## config.mk

```make
export PLATFORM = sky130hd
export DESIGN_NAME = pipe_hazard_unit
export DESIGN_NICKNAME = d
export VERILOG_FILES = /design/src/rtl/hz_pkg.sv /design/src/rtl/hz_fwd_unit.sv /design/src/rtl/hz_stall_unit.sv /design/src/rtl/hz_regfile.sv /design/src/rtl/hz_opnd_mux.sv /design/src/rtl/pipe_hazard_unit.sv
export SDC_FILE = /design/constraint.sdc
export NUM_CORES = 1
export LEC_CHECK = 0
export ABC_AREA = 1
export BUFFER_PORTS_ARGS = -buffer_cell sky130_fd_sc_hd__buf_2
export CORE_ASPECT_RATIO = 1.75
export CORE_MARGIN = 2
export CORE_UTILIZATION = 56
export DETAILED_ROUTE_END_ITERATION = 12
export PLACE_DENSITY = 0.85
export RECOVER_POWER = 25
export SKIP_CTS_REPAIR_TIMING = 1
export SLEW_MARGIN = 25
export SYNTH_ARGS = -nofsm -noshare
export SYNTH_HDL_FRONTEND = slang
export SYNTH_SLANG_ARGS = --single-unit
export TNS_END_PERCENT = 10
```

## constraint.sdc

```tcl
create_clock -name clk -period 2.61 [get_ports clk]
set_input_delay 0.261 -clock clk [delete_from_list [all_inputs] [get_ports clk]]
set_output_delay 0.261 -clock clk [all_outputs]
set_load 0.1 [all_outputs]
```

## src/rtl/hz_pkg.sv

```systemverilog
package hz_pkg;
  typedef enum logic [1:0] {
    FWD_REGF = 2'b00,
    FWD_WBK  = 2'b01,
    FWD_ALU  = 2'b10
  } fwd_sel_e;

  typedef enum logic [1:0] {
    OPC_NOP  = 2'b00,
    OPC_ADD  = 2'b01,
    OPC_LOAD = 2'b10
  } opc_e;
endpackage

```

## src/rtl/hz_fwd_unit.sv

```systemverilog
module hz_fwd_unit
  import hz_pkg::*;
#(
  parameter int RW = 3
) (
  input  logic                 em_wr,
  input  logic [RW-1:0]        em_rd,
  input  logic                 mw_wr,
  input  logic [RW-1:0]        mw_rd,
  input  logic [1:0][RW-1:0]   src,
  output logic [1:0][1:0]      sel
);
  for (genvar g = 0; g < 2; g++) begin : g_opnd
    logic hit_em, hit_mw;
    always_comb begin
      hit_em = em_wr && (em_rd != '0) && (em_rd == src[g]);
      hit_mw = mw_wr && (mw_rd != '0) && (mw_rd == src[g]);
      if (hit_em)      sel[g] = FWD_ALU;
      else if (hit_mw) sel[g] = FWD_WBK;
      else             sel[g] = FWD_REGF;
    end
  end
endmodule

```

## src/rtl/hz_stall_unit.sv

```systemverilog
module hz_stall_unit #(
  parameter int RW = 3
) (
  input  logic          ld_in_ex,
  input  logic [RW-1:0] ld_rd,
  input  logic [RW-1:0] id_rs,
  input  logic [RW-1:0] id_rt,
  output logic          stall
);
  always_comb
    stall = ld_in_ex && (ld_rd != '0) && ((ld_rd == id_rs) || (ld_rd == id_rt));
endmodule

```

## src/rtl/hz_regfile.sv

```systemverilog
module hz_regfile #(
  parameter int XLEN = 16,
  parameter int NREG = 8,
  parameter int RW   = 3
) (
  input  logic                  clk,
  input  logic                  rst_n,
  input  logic                  we,
  input  logic [RW-1:0]         wa,
  input  logic [XLEN-1:0]       wd,
  input  logic [1:0][RW-1:0]    ra,
  output logic [1:0][XLEN-1:0]  rdata
);
  logic [XLEN-1:0] rf [NREG];

  always_ff @(posedge clk) begin
    if (!rst_n) begin
      for (int i = 0; i < NREG; i++) rf[i] <= XLEN'(i);
    end else if (we && (wa != '0)) begin
      rf[wa] <= wd;
    end
  end

  for (genvar g = 0; g < 2; g++) begin : g_rd
    always_comb begin
      if (ra[g] == '0)                      rdata[g] = '0;
      else if (we && (wa == ra[g]))         rdata[g] = wd;
      else                                  rdata[g] = rf[ra[g]];
    end
  end
endmodule

```

## src/rtl/hz_opnd_mux.sv

```systemverilog
module hz_opnd_mux
  import hz_pkg::*;
#(
  parameter int XLEN = 16
) (
  input  logic [1:0]      sel,
  input  logic [XLEN-1:0] rf_val,
  input  logic [XLEN-1:0] em_val,
  input  logic [XLEN-1:0] mw_val,
  output logic [XLEN-1:0] y
);
  always_comb begin
    case (sel)
      FWD_ALU: y = em_val;
      FWD_WBK: y = mw_val;
      default: y = rf_val;
    endcase
  end
endmodule

```

## src/rtl/pipe_hazard_unit.sv

```systemverilog
module pipe_hazard_unit
  import hz_pkg::*;
#(
  parameter int              XLEN     = 16,
  parameter int              NREG     = 8,
  parameter logic [XLEN-1:0] LOAD_KEY = XLEN'(16'h5A3C),
  localparam int             RW       = $clog2(NREG)
) (
  input  logic            clk,
  input  logic            rst_n,
  input  logic            instr_valid,
  output logic            instr_ready,
  input  logic [1:0]      instr_op,
  input  logic [RW-1:0]   instr_rd,
  input  logic [RW-1:0]   instr_rs,
  input  logic [RW-1:0]   instr_rt,
  output logic [1:0]      fwd_sel_a,
  output logic [1:0]      fwd_sel_b,
  output logic            stall,
  output logic            bubble,
  output logic            ex_valid,
  output logic [XLEN-1:0] ex_opnd_a,
  output logic [XLEN-1:0] ex_opnd_b
);
  // decode-stage register
  logic            ifid_v, ifid_ld;
  logic [RW-1:0]   ifid_rd, ifid_rs, ifid_rt;
  // execute-stage register
  logic            idex_v, idex_ld;
  logic [RW-1:0]   idex_rd, idex_rs, idex_rt;
  logic [XLEN-1:0] idex_va, idex_vb;
  // memory-stage register
  logic            em_v, em_ld;
  logic [RW-1:0]   em_rd;
  logic [XLEN-1:0] em_alu;
  // write-back register
  logic            mw_v;
  logic [RW-1:0]   mw_rd;
  logic [XLEN-1:0] mw_val;

  logic [1:0][XLEN-1:0] id_rdata;
  logic [1:0][1:0]      sel;
  logic [1:0][XLEN-1:0] opnd;
  logic [XLEN-1:0]      mem_res;
  logic                 accept, op_ok;

  assign instr_ready = !stall;
  assign accept      = instr_valid && instr_ready;
  assign op_ok       = (instr_op == OPC_ADD) || (instr_op == OPC_LOAD);

  hz_stall_unit #(.RW(RW)) u_stall (
    .ld_in_ex (idex_v && idex_ld),
    .ld_rd    (idex_rd),
    .id_rs    (ifid_rs),
    .id_rt    (ifid_rt),
    .stall    (stall)
  );

  hz_regfile #(.XLEN(XLEN), .NREG(NREG), .RW(RW)) u_rf (
    .clk   (clk),
    .rst_n (rst_n),
    .we    (mw_v),
    .wa    (mw_rd),
    .wd    (mw_val),
    .ra    ({ifid_rt, ifid_rs}),
    .rdata (id_rdata)
  );

  hz_fwd_unit #(.RW(RW)) u_fwd (
    .em_wr (em_v),
    .em_rd (em_rd),
    .mw_wr (mw_v),
    .mw_rd (mw_rd),
    .src   ({idex_rt, idex_rs}),
    .sel   (sel)
  );

  for (genvar g = 0; g < 2; g++) begin : g_mux
    hz_opnd_mux #(.XLEN(XLEN)) u_mux (
      .sel    (sel[g]),
      .rf_val ((g == 0) ? idex_va : idex_vb),
      .em_val (em_alu),
      .mw_val (mw_val),
      .y      (opnd[g])
    );
  end

  assign fwd_sel_a = sel[0];
  assign fwd_sel_b = sel[1];
  assign ex_opnd_a = opnd[0];
  assign ex_opnd_b = opnd[1];
  assign ex_valid  = idex_v;
  assign mem_res   = em_ld ? ({em_alu[XLEN-2:0], 1'b0} ^ LOAD_KEY) : em_alu;

  always_ff @(posedge clk) begin
    if (!rst_n) begin
      ifid_v <= 1'b0; ifid_ld <= 1'b0;
      ifid_rd <= '0;  ifid_rs <= '0; ifid_rt <= '0;
      idex_v <= 1'b0; idex_ld <= 1'b0;
      idex_rd <= '0;  idex_rs <= '0; idex_rt <= '0;
      idex_va <= '0;  idex_vb <= '0;
      bubble <= 1'b0;
      em_v <= 1'b0; em_ld <= 1'b0; em_rd <= '0; em_alu <= '0;
      mw_v <= 1'b0; mw_rd <= '0; mw_val <= '0;
    end else begin
      if (instr_ready) begin
        ifid_v  <= accept && op_ok;
        ifid_ld <= accept && (instr_op == OPC_LOAD);
        ifid_rd <= accept ? instr_rd : '0;
        ifid_rs <= accept ? instr_rs : '0;
        ifid_rt <= accept ? instr_rt : '0;
      end
      if (stall) begin
        idex_v <= 1'b0; idex_ld <= 1'b0;
        idex_rd <= '0;  idex_rs <= '0; idex_rt <= '0;
        idex_va <= '0;  idex_vb <= '0;
      end else begin
        idex_v  <= ifid_v;  idex_ld <= ifid_ld;
        idex_rd <= ifid_rd; idex_rs <= ifid_rs; idex_rt <= ifid_rt;
        idex_va <= id_rdata[0];
        idex_vb <= id_rdata[1];
      end
      bubble <= stall;
      em_v   <= idex_v;
      em_ld  <= idex_ld;
      em_rd  <= idex_rd;
      em_alu <= opnd[0] + opnd[1];
      mw_v   <= em_v;
      mw_rd  <= em_rd;
      mw_val <= mem_res;
    end
  end


  stall_bubble_chk: assert property (@(posedge clk) disable iff (!rst_n)
    stall |=> (bubble && !ex_valid && fwd_sel_a == 2'b00 && fwd_sel_b == 2'b00));

  decode_hold_chk: assert property (@(posedge clk) disable iff (!rst_n)
    stall |=> ($stable(ifid_rs) && $stable(ifid_rt) && $stable(ifid_rd)));

  single_stall_chk: assert property (@(posedge clk) disable iff (!rst_n)
    stall |=> !stall);

  zero_reg_fwd_chk: assert property (@(posedge clk) disable iff (!rst_n)
    ((fwd_sel_a != 2'b00) |-> (idex_rs != '0)) and ((fwd_sel_b != 2'b00) |-> (idex_rt != '0)));

  newer_wins_chk: assert property (@(posedge clk) disable iff (!rst_n)
    (fwd_sel_a == FWD_WBK) |-> !(em_v && em_rd == idex_rs));

  sel_code_chk: assert property (@(posedge clk) disable iff (!rst_n)
    (fwd_sel_a != 2'b11) && (fwd_sel_b != 2'b11));
endmodule

```

==> results of run 1 <==
-- sequential cells by signal (all words and copies together), names as in the netlist, 3 cells and up --
name and flops:
idex_rd 3, em_rd 3, idex_vb 16, ifid_rs 3, mw_rd 3, em_alu 16
u_rf.rf 128, idex_va 16, mw_val 16, idex_rt 3, ifid_rd 3, idex_rs 3
ifid_rt 3
-- layout make-up --
type,instances,area share
Antenna cell,1,0.0001673
Clock buffer,29,0.04284
Clock inverter,7,0.003682
Inverter,140,0.03606
Multi-Input combinational cell,920,0.3627
Sequential cell,224,0.3879
Tap cell,248,0.02075
Timing Repair Buffer,221,0.1458
-- placed cells by master, fill, tap and decap left out, types with 4 or more instances in the layout --
master	count
a211oi_1	8
a211oi_2	12
a211oi_4	6
a21oi_1	126
a21oi_2	19
a21oi_4	4
and3_1	5
buf_12	36
buf_2	18
buf_4	138
buf_6	21
clkbuf_1	4
clkbuf_16	26
clkinv_1	13
conb_1	16
dfxtp_1	84
dfxtp_2	4
dfxtp_4	8
dlygate4sd3_1	5
edfxtp_1	128
ha_1	10
ha_4	5
inv_1	107
inv_2	16
nand2_1	175
nand2_2	16
nand2_4	8
nand3_1	86
nand3_2	5
nor2_1	166
nor2_2	8
nor2_4	8
o211ai_1	49
o21ai_0	122
o22ai_1	5
o22ai_2	4
xnor2_1	9
-- power by group --
group | internal, mW | switching (mW)
clock | 1.74 | 1.38
combinational | 0.457 | 0.866
sequential | 3.86 | 0.102
total | 6.05 | 2.35
-- kinds of logic after synthesis --
| logic type | Yosys count | share of synthesized area |
|---|---|---|
| AND/OR/NAND/NOR | 493 | 0.1861 |
| AO/OA/AOI/OAI | 375 | 0.1932 |
| buffers and inverters | 228 | 0.08709 |
| flip-flops | 224 | 0.4998 |
| XOR/XNOR | 19 | 0.01443 |
| adder cells (fa/ha/maj) | 17 | 0.01909 |
| other | 1 | 0.0003251 |
-- cells in the mapped netlist, types with 5 or more instances --
| master | count |
|---|---|
| ha_1 | 16 |
| o21ai_0 | 126 |
| dfxtp_1 | 96 |
| inv_2 | 12 |
| clkbuf_1 | 34 |
| a211oi_1 | 12 |
| nand2_1 | 188 |
| a211oi_2 | 14 |
| a21oi_1 | 145 |
| buf_6 | 6 |
| o22ai_1 | 10 |
| buf_4 | 13 |
| nand2_2 | 8 |
| buf_2 | 30 |
| and3_1 | 5 |
| edfxtp_1 | 128 |
| inv_1 | 112 |
| xor2_1 | 7 |
| xnor2_1 | 12 |
| o211ai_1 | 49 |
| nor2_1 | 174 |
| clkinv_1 | 14 |
| nand3_1 | 90 |
-- worst register-to-register path: stages, from the launching register on --
cell	delay, ps
dfxtp_4	410
inv_6	60
a21boi_4	190
nand2_1	90
nor2_2	130
nand2_2	100
buf_6	160
buf_6	130
o211ai_1	360
ha_1	300
buf_4	170
nand2_1	140
buf_4	190
nor2_1	120
nand3_1	140
a21oi_1	210
nor2_1	60
-- routing by layer --
metal | track usage | up-vias
li1 | - | 4946
met1 | 0.3531 | 5324
met2 | 0.5638 | 1052
met3 | 0.04783 | 404
met4 | 0.2331 | 0
met5 | 0 | -
-- worst paths after layout --
| path | start | end | slack (ps) | cells past startpoint |
|---|---|---|---|---|
| worst max-delay path | mw_rd[0] | em_alu[14] | -460 | 16 |
| worst min-delay path | instr_rd[1] | ifid_rd[1] | 10 | 3 |
| worst max register to register | mw_rd[0] | em_alu[14] | -460 | 16 |
| worst min register to register | em_v | mw_v | 450 | 2 |
==> results.py, run 1 <==
metrics = {
    "run_status": {
        "outcome": "finished with violations",
        "violations": "negative setup slack",
    },
    "timing": {
        "report.final.slew_viol_count": 0,
        "finalClockSkew_ps": 16.08,
        "timing.hold.ws_ps": 11.44,
        "finalSetupViolCount": 34,
        "min_period_ps": 3074,
        "unrepaired_setup_endpoints_after_global_routing": "yes",
        "timing_hold_violations_final": 0,
        "totalNegativeSetupSlack_ps": -5382,
        "tcrit_tclk_final": 1.178,
        "tightestPinTransition_ps": 1042,
        "highest_attainable_clock_frequency_mhz": 325.3,
        "setup_ws_ps": -463.8,
        "maxSlewHeadroom": 0.3054,
    },
    "yosys": {
        "post_synth_num_cell_types": 53,
        "mappedNetlistArea_um2": 11540,
        "synthArstFlopShare": 0,
        "post-synth-top-area-fraction": 0.3332,
        "synthesis.instances": 1357,
        "synth.yosys.seq_area_share": 0.4998,
        "ys_seq_elements": 224,
        "yosysWarningCount": 0,
        "synth_enable_flop_cells": 128,
        "avgSynthCellArea_um2": 8.501,
        "yosys_most_used_dff": "edfxtp_1",
        "synth_largest_area_cell": "edfxtp_1",
        "main_area_contributors_after_synthesis": "edfxtp_1 (33%), dfxtp_1 (17%), a21oi_1 (6.3%)",
    },
    "critical_path": {
        "worst-path-max-fanout": 7,
        "crit_path_cell_trace": "inv_6 > a21boi_4 > nand2_1 > nor2_2 > nand2_2 > buf_6 > buf_6 > o211ai_1 > ha_1 > buf_4 > nand2_1 > buf_4 > nor2_1 > nand3_1 > a21oi_1 > nor2_1",
        "critPathRequiredTime_ps": 3010,
        "critPathTopFamily": "simple AND/OR/NAND/NOR gates",
        "combined_buffer_and_inverter_count_along_the_critical_path": 5,
        "category_of_the_most_critical_setup_path": "register to register",
        "worst_setup_path_start_kind": "register",
        "cp-end-kind": "register",
        "cp_slowest_cell": "dfxtp_4",
        "worst-endpoint-arrival_ps": 3470,
        "critPathMaxStageDelay_ps": 410,
    },
    "route": {
        "final_antenna_net_count": 0,
        "wl_met2_um": 20290,
        "dr.max_layer_used": "met4",
        "wl_um": 42330,
        "wirelength_met1_um": 12720,
        "firstDrtPassIters": 6,
        "vias": 11726,
        "routed_via_density": 6.551,
        "post_drt_wl_per_cell_um": 23.65,
        "total_length_of_routed_met3_wires_um": 4421,
        "drtIter0Drc": 1463,
        "drc": 0,
    },
    "global_routing": {
        "initial_antenna_violation_count": 0,
        "first_global_vias": 11052,
        "grt.overflow.total": 0,
        "grt_first_pass_wirelength_um": 56210,
        "pin_count_of_the_biggest_net_entering_global_routing": 117,
        "grt.total_usage": 0.3233,
    },
    "final_layout": {
        "drive_gt1_frac": 0.2641,
        "post-route-util": 0.7370,
        "stdcell_count": 1790,
        "fillers": 1139,
        "area_growth_pct": 29.62,
        "final_cell_area_um2": 14950,
        "multi_input_comb_area_um2": 5424,
        "design.final.nets": 1558,
        "seqCellArea_um2": 5801,
    },
    "clock_network": {
        "path_clk_slew_ps": 70,
        "cts_inserted_buffers": 20,
        "cts_tree": "yes",
        "htree_levels": 1,
        "numClockSinks": 224,
        "cts-root-buf": "clkbuf_16",
        "clkLatencyLatePin_ps": 510,
        "max-clock-path-buffers": 3,
    },
    "die": {
        "floorplan.rows": 69,
        "coreArea_um2": 20290,
        "io_pins": 54,
        "start_util": 0.5686,
        "die_width_um": 112.5,
        "chipHeight_um": 193.9,
        "die_area_um2": 21810,
    },
    "placement": {
        "routabilityCongestion": 1.005,
        "port_buffers": 53,
        "dpl_cell_area_um2": 13340,
        "dpl_worst_slack_ps": -441.8,
        "dpl.hpwl_um": 24430,
        "dpl.cell_count": 1723,
    },
    "power_and_ir_drop": {
        "power.density_nw_per_um2": 562.0,
        "power_mw": 8.404,
        "vdd_ir_drop_max_mv": 0.6601,
        "power_leakage_nw": 5.915,
    },
    "job": {
        "timing.max_cap.violations": 0,
    },
    "worst_hold_path": {
        "timing.hold.worst.class": "primary input to register",
    },
}
(Power assumes the default switching activity.)
==> run 2, diff against run 1 <==
--- a/config.mk
+++ b/config.mk
@@ -11,11 +11,12 @@
 export CORE_MARGIN = 2
 export CORE_UTILIZATION = 56
 export DETAILED_ROUTE_END_ITERATION = 12
-export PLACE_DENSITY = 0.85
+export PLACE_DENSITY = 0.84
 export RECOVER_POWER = 25
 export SKIP_CTS_REPAIR_TIMING = 1
 export SLEW_MARGIN = 25
 export SYNTH_ARGS = -nofsm -noshare
 export SYNTH_HDL_FRONTEND = slang
+export SYNTH_HIERARCHICAL = 1
 export SYNTH_SLANG_ARGS = --single-unit
 export TNS_END_PERCENT = 10
==> run 2 against run 1 <==
The run ends with negative hold slack, negative setup slack left. Critical endpoint is now em_alu[10]. Global-route usage down 1.6 points. Largest cell class is now multi-input combinational cells. Worst hold slack worse by 47 ps. Sequential cell count unchanged. Critical path type unchanged. Critical path depth up 7.
==> results.py, run 2 <==
metrics = {
    "final_layout": {
        "post-route-util": 0.7250,
        "register_name_with_the_most_flops": "u_rf/rf",
        "drive_gt1_frac": 0.2057,
        "layout_commonest_cell": "nand2_1",
        "final_cell_area_um2": 16070,
        "number_of_flip_flops_under_the_largest_register_name": 128,
        "diode_count": 0,
        "design.final.nets": 1925,
        "mostFrequentLayoutCells": "nand2_1 (577), nor2_1 (279), nand3_1 (217)",
        "stdcell_count": 2202,
        "area_growth_pct": 26.71,
        "fillers": 1592,
    },
    "timing": {
        "timing_hold_violations_final": 3,
        "finalSetupViolCount": 42,
        "tcrit_tclk_final": 1.070,
        "tightestPinTransition_ps": 940.7,
        "report.final.slew_viol_count": 0,
        "setup_ws_ps": -181.5,
        "highest_attainable_clock_frequency_mhz": 358.2,
        "maxSlewHeadroom": 0.3714,
        "min_period_ps": 2792,
        "unrepaired_setup_endpoints_after_global_routing": "yes",
        "timing.hold.ws_ps": -35.63,
        "finalClockSkew_ps": 12.37,
    },
    "clock_network": {
        "cts_inserted_buffers": 22,
        "cts_tree": "yes",
        "htree_levels": 1,
        "numClockSinks": 224,
        "cts-root-buf": "clkbuf_16",
        "path_clk_slew_ps": 60,
        "max-clock-path-buffers": 3,
        "clkLatencyLatePin_ps": 530,
    },
    "global_routing": {
        "grt.total_usage": 0.3072,
        "pin_count_of_the_biggest_net_entering_global_routing": 66,
        "initial_antenna_violation_count": 0,
        "first_global_vias": 12500,
        "grt_first_pass_wirelength_um": 59370,
        "grt.overflow.total": 0,
    },
    "power_and_ir_drop": {
        "power.density_nw_per_um2": 531.2,
        "power_leakage_nw": 7.225,
        "power_mw": 8.535,
        "sw_frac_of_total": 0.2759,
        "vdd_ir_drop_max_mv": 0.5619,
        "power.clock.fraction": 0.383,
        "internal-power_mw": 6.180,
        "power_frac_comb": 0.152,
        "sequentialPowerShare": 0.465,
        "net_switching_mw": 2.355,
    },
    "yosys": {
        "post_synth_num_cell_types": 38,
        "avgSynthCellArea_um2": 7.018,
        "post-synth-top-area-fraction": 0.3031,
        "mappedNetlistArea_um2": 12680,
        "synthArstFlopShare": 0,
        "synthesis.instances": 1807,
        "yosysWarningCount": 6,
        "synth.yosys.seq_area_share": 0.4547,
        "ys_seq_elements": 224,
        "synth_common_cells": "nand2_1 (691), nor2_1 (287), nand3_1 (221)",
        "main_area_contributors_after_synthesis": "edfxtp_1 (30%), nand2_1 (20%), dfxtp_1 (15%)",
        "synth_largest_area_cell": "edfxtp_1",
        "yosys_most_used_dff": "edfxtp_1",
        "synth_enable_flop_cells": 128,
        "most_numerous_cell_in_the_yosys_netlist": "nand2_1",
    },
    "placement": {
        "dpl_cell_area_um2": 15040,
        "dpl.cell_count": 2156,
        "routabilityCongestion": 0.9126,
        "port_buffers": 53,
        "dpl.hpwl_um": 25680,
    },
    "critical_path": {
        "worst-path-max-fanout": 5,
        "worst_case_reg_to_reg_path_depth": 23,
        "combined_buffer_and_inverter_count_along_the_critical_path": 1,
        "critPathRequiredTime_ps": 3070,
        "critPathMaxStageDelay_ps": 380,
        "crit_top_cell": "nand2_1",
        "worst-path-stages": 23,
        "cp-end-kind": "register",
        "cp_slowest_cell": "fa_2",
        "worst-endpoint-arrival_ps": 3250,
        "category_of_the_most_critical_setup_path": "register to register",
        "worst_setup_path_start_kind": "register",
        "critPathTopFamily": "simple AND/OR/NAND/NOR gates",
        "reg2reg_setup_slack_ps": -180,
        "crit-reg2reg-launch": "em_rd[1]",
        "worst_r2r_endpoint": "em_alu[10]",
        "crit_path_cell_trace": "inv_2 > nand2_1 > nand2_1 > nor2_2 > nand2_2 > nor2_4 > nor2_4 > ha_2 > nand2_1 > nand2_1 > nand2_4 > nand2_8 > ha_4 > fa_2 > nand2_2 > nand3_2 > nand3_2 > nand2_4 > nand2_2 > nand2_2 > nand2_1 > nand2_1 > nor2_1",
    },
    "die": {
        "floorplan.rows": 72,
        "die_area_um2": 23910,
        "coreArea_um2": 22160,
        "start_util": 0.5722,
        "chipHeight_um": 203.1,
        "io_pins": 54,
        "die_width_um": 117.8,
    },
    "run_status": {
        "violations": "negative hold slack, negative setup slack",
        "outcome": "finished with violations",
    },
    "worst_hold_path": {
        "whs_path_depth": 3,
        "timing.hold.worst.start": "instr_rs[1]",
        "holdPathEnd": "ifid_rs[1]",
        "timing.hold.worst.class": "primary input to register",
    },
    "route": {
        "drc": 0,
        "vias": 12366,
        "wl_um": 37550,
        "drtIter0Drc": 1121,
        "post_drt_wl_per_cell_um": 17.05,
        "routed_via_density": 5.616,
        "firstDrtPassIters": 6,
        "final_antenna_net_count": 0,
    },
    "job": {
        "timing.max_cap.violations": 0,
    },
}
## run 2: worst register-to-register path: cells and delay by family, from the launching register on
kind / cells / cell delay (ps)
and+or+nand+nor: 19 / 1560
adders and majority gates: 3 / 770
DFF: 1 / 370
buffers and inverters: 1 / 40
## run 2: per-stage QoR
step	setup TNS (ps)	worst slack (ps)
after floorplan	-11180	-594.2
after global placement	-2286	-251.3
after detailed placement	-3395	-387.5
after CTS	-13510	-460.1
after global routing	-10340	-375.4
final	-5065	-181.5
## run 2: metal layers
layer | GRT usage | part of all wire | up-vias
li1 | - | - | 5799
met1 | 0.3240 | 0.33 | 5617
met2 | 0.5681 | 0.52 | 732
met3 | 0.03680 | 0.083 | 218
met4 | 0.2048 | 0.066 | 0
met5 | 0 | 0 | -
## run 2: kinds of logic (layout without fill, tap and decap cells)
group / count (synthesis) / after routing / share of synthesized area
other: 1 / 16 / 0.0002957
xor gates and xnor gates: 9 / 9 / 0.006216
buffers and inverters: 254 / 338 / 0.09304
adders and majority gates: 21 / 21 / 0.02131
and+or+nand+nor: 1238 / 1238 / 0.4002
DFF: 224 / 224 / 0.4547
AOI/OAI and AO/OA: 60 / 60 / 0.02427
## run 2: power groups by stage
stage	logic (mW)	registers, mW	clock network (mW)
global route	1.39	3.98	3.41
finish	1.30	3.97	3.26
floorplan	0.865	4.01	0
CTS	1.26	3.97	3.28
global placement	1.22	4.04	0
detailed placement	1.25	4.04	0
## run 2: how the worst max path moves through the flow
stage	endpoint	from	slack (ps)
floorplan	em_alu[14]	em_rd[1]	-590
CTS	ex_opnd_a[12]	mw_rd[1]	-460
finish	em_alu[10]	em_rd[1]	-180
global placement	em_alu[14]	em_rd[1]	-250
detailed placement	em_alu[14]	mw_rd[1]	-390
global route	em_alu[10]	em_rd[1]	-380
## run 2: layout make-up
cell class	count	area [um2]	share of cell area
well taps	296	370.4	0.02305
clock inverters	7	45.04	0.002803
clock buffers	33	704.4	0.04384
repair buffers	139	1573	0.09788
multi-input cells	1344	6969	0.4337
inverters	159	615.6	0.03831
flip-flops and latches	224	5791	0.3604
==> run 3, diff against run 2 <==
--- a/config.mk
+++ b/config.mk
@@ -11,7 +11,7 @@
 export CORE_MARGIN = 2
 export CORE_UTILIZATION = 56
 export DETAILED_ROUTE_END_ITERATION = 12
-export PLACE_DENSITY = 0.84
+export PLACE_DENSITY = 0.81
 export RECOVER_POWER = 25
 export SKIP_CTS_REPAIR_TIMING = 1
 export SLEW_MARGIN = 25
==> run 3 against run 2 <==
The flow still finishes with violations (negative hold slack, negative setup slack). Non-clock buffer count is 13 higher. Cell count is 0.45% higher. Clock-buffer cell count is 3 lower. Sequential share of layout area down 0.19 points. Sequential cell count unchanged. Sequential power about the same. Die area did not move. Register-to-register slack lost 50 ps. Setup slack got worse by 46 ps. Design area rose by 0.52%. Total power decreased by 1.8%. Critical endpoint is now em_alu[15].
==> results.py, run 3 (same netlist as run 2, synthesis figures left out) <==
metrics = {
    "run_status": {
        "outcome": "finished with violations",
        "violations": "negative hold slack, negative setup slack",
    },
    "die": {
        "coreArea_um2": 22160,
        "die_width_um": 117.8,
        "floorplan.rows": 72,
        "chipHeight_um": 203.1,
        "die_area_um2": 23910,
        "io_pins": 54,
        "start_util": 0.5722,
    },
    "critical_path": {
        "critPathRequiredTime_ps": 3020,
        "crit_top_cell": "nand2_2",
        "combined_buffer_and_inverter_count_along_the_critical_path": 4,
        "worst-endpoint-arrival_ps": 3240,
        "cp-end-kind": "register",
        "reg2reg_setup_slack_ps": -230,
        "crit-reg2reg-launch": "em_rd[0]",
        "worst-path-max-fanout": 14,
        "cp_slowest_cell": "dfxtp_2",
        "worst_case_reg_to_reg_path_depth": 22,
        "worst_r2r_endpoint": "em_alu[15]",
        "critPathTopFamily": "simple AND/OR/NAND/NOR gates",
        "crit_path_cell_trace": "inv_2 > nand2_1 > nand2_1 > nor2_2 > nand3_2 > nand2_2 > clkinvlp_4 > buf_6 > ha_4 > buf_12 > nand2_2 > nand2_2 > nand2_4 > nand2_8 > ha_4 > nand3_4 > nand3_4 > nand2_1 > nand2_2 > nand2_2 > a21oi_2 > nor2_1",
        "critPathMaxStageDelay_ps": 350,
        "worst_setup_path_start_kind": "register",
        "category_of_the_most_critical_setup_path": "register to register",
    },
    "timing": {
        "unrepaired_setup_endpoints_after_global_routing": "yes",
        "totalNegativeSetupSlack_ps": -6683,
        "setup_ws_ps": -227.6,
        "tightestPinTransition_ps": 915.0,
        "min_period_ps": 2838,
        "report.final.slew_viol_count": 0,
        "tcrit_tclk_final": 1.087,
        "highest_attainable_clock_frequency_mhz": 352.4,
        "timing_hold_violations_final": 4,
        "maxSlewHeadroom": 0.3885,
        "timing.hold.ws_ps": -20.47,
        "finalSetupViolCount": 42,
        "finalClockSkew_ps": 9.557,
    },
    "worst_hold_path": {
        "whs_path_depth": 3,
        "timing.hold.worst.start": "instr_rt[2]",
        "holdPathEnd": "ifid_rt[2]",
        "timing.hold.worst.class": "primary input to register",
    },
    "clock_network": {
        "path_clk_slew_ps": 70,
        "max-clock-path-buffers": 3,
        "numClockSinks": 224,
        "cts_inserted_buffers": 21,
        "clkLatencyLatePin_ps": 520,
        "htree_levels": 1,
        "cts_tree": "yes",
        "cts-root-buf": "clkbuf_16",
    },
    "final_layout": {
        "number_of_flip_flops_under_the_largest_register_name": 128,
        "register_name_with_the_most_flops": "u_rf/rf",
        "design.final.nets": 1937,
        "mostFrequentLayoutCells": "nand2_1 (575), nor2_1 (282), nand3_1 (215)",
        "drive_gt1_frac": 0.2072,
        "post-route-util": 0.7288,
        "area_growth_pct": 27.37,
        "fillers": 1586,
        "diode_count": 0,
        "layout_commonest_cell": "nand2_1",
    },
    "global_routing": {
        "grt.busiest_layer": "met2",
        "initial_antenna_violation_count": 0,
        "grt.total_usage": 0.3160,
        "gr-usage-met3": 0.03287,
        "first_global_vias": 12546,
        "grt_first_pass_wirelength_um": 60780,
        "grt_use_met1": 0.3560,
        "grt.met2_usage": 0.5679,
        "grt.overflow.total": 0,
        "pin_count_of_the_biggest_net_entering_global_routing": 66,
    },
    "route": {
        "wl_um": 39110,
        "final_antenna_net_count": 0,
        "firstDrtPassIters": 6,
        "routed_via_density": 5.661,
        "vias": 12522,
        "drc": 0,
        "post_drt_wl_per_cell_um": 17.68,
        "drtIter0Drc": 1234,
    },
    "power_and_ir_drop": {
        "power.density_nw_per_um2": 518.8,
        "power_leakage_nw": 7.267,
        "vdd_ir_drop_max_mv": 0.5533,
        "power_mw": 8.379,
    },
    "placement": {
        "port_buffers": 53,
        "routabilityCongestion": 0.9340,
        "dpl_worst_slack_ps": -358.1,
        "dpl.hpwl_um": 25760,
    },
    "job": {
        "timing.max_cap.violations": 0,
    },
}
==> run 3: cell types whose count changed in the layout (fill, tap and decap cells not counted), moves of 3 or more <==
cell      before  now
buf_4         66   77
clkbuf_1       2    7
clkbuf_8       7    2
inv_6          3    0
nor2_1       279  282
nor2_2         8    5
==> run 3: how the worst max path moves through the flow <==
stage / from / endpoint / depth (start not counted)
after floorplan: em_rd[1] / em_alu[14] / 23
after global placement: em_rd[1] / em_alu[14] / 21
after detailed placement: em_rd[1] / em_alu[14] / 21
after CTS: em_rd[1] / ex_opnd_b[12] / 14
after global routing: em_rd[0] / em_alu[6] / 21
final: em_rd[0] / em_alu[15] / 22
==> run 3: final cells by class <==
type | instances | area [um2] | area share
multi-input combinational | 1344 | 7023 | 0.4348
sequential | 224 | 5789 | 0.3584
timing repair buffer | 152 | 1682 | 0.1041
inverter | 159 | 618.1 | 0.03827
clock buffer | 30 | 579.3 | 0.03587
tap | 296 | 370.4 | 0.02293
clock inverter | 7 | 90.09 | 0.005578
==> run 3: power breakdown <==
group          leakage, nW  total (mW)  internal (mW)  switching, mW
Combinational         4.88        1.32          0.451          0.868
Clock                0.323        3.09           1.75           1.34
Sequential            2.06        3.97           3.86          0.109
Total                 7.27        8.38           6.06           2.32
==> run 3: through the flow <==
step	instance area [um2]	std cells
2_1_floorplan	13790	1822
3_3_place_gp	15080	2164
3_5_place_dp	15080	2164
4_1_cts	15750	2201
5_1_grt	16150	2212
6_report	16150	2212
==> run 3: worst register-to-register path, delay by kind of cell, from the launching register on <==
family	cells	cell delay (ps)
AOI/OAI and AO/OA	1	170
buffers and inverters	4	440
and+or+nand+nor	15	1280
DFF	1	350
adders and majority gates	2	480
==> run 3: metal layers <==
| metal | part of all wire | vias up |
|---|---|---|
| met2 | 0.51 | 698 |
| met5 | 0 | - |
| li1 | - | 5826 |
| met3 | 0.077 | 214 |
| met1 | 0.35 | 5784 |
| met4 | 0.063 | 0 |
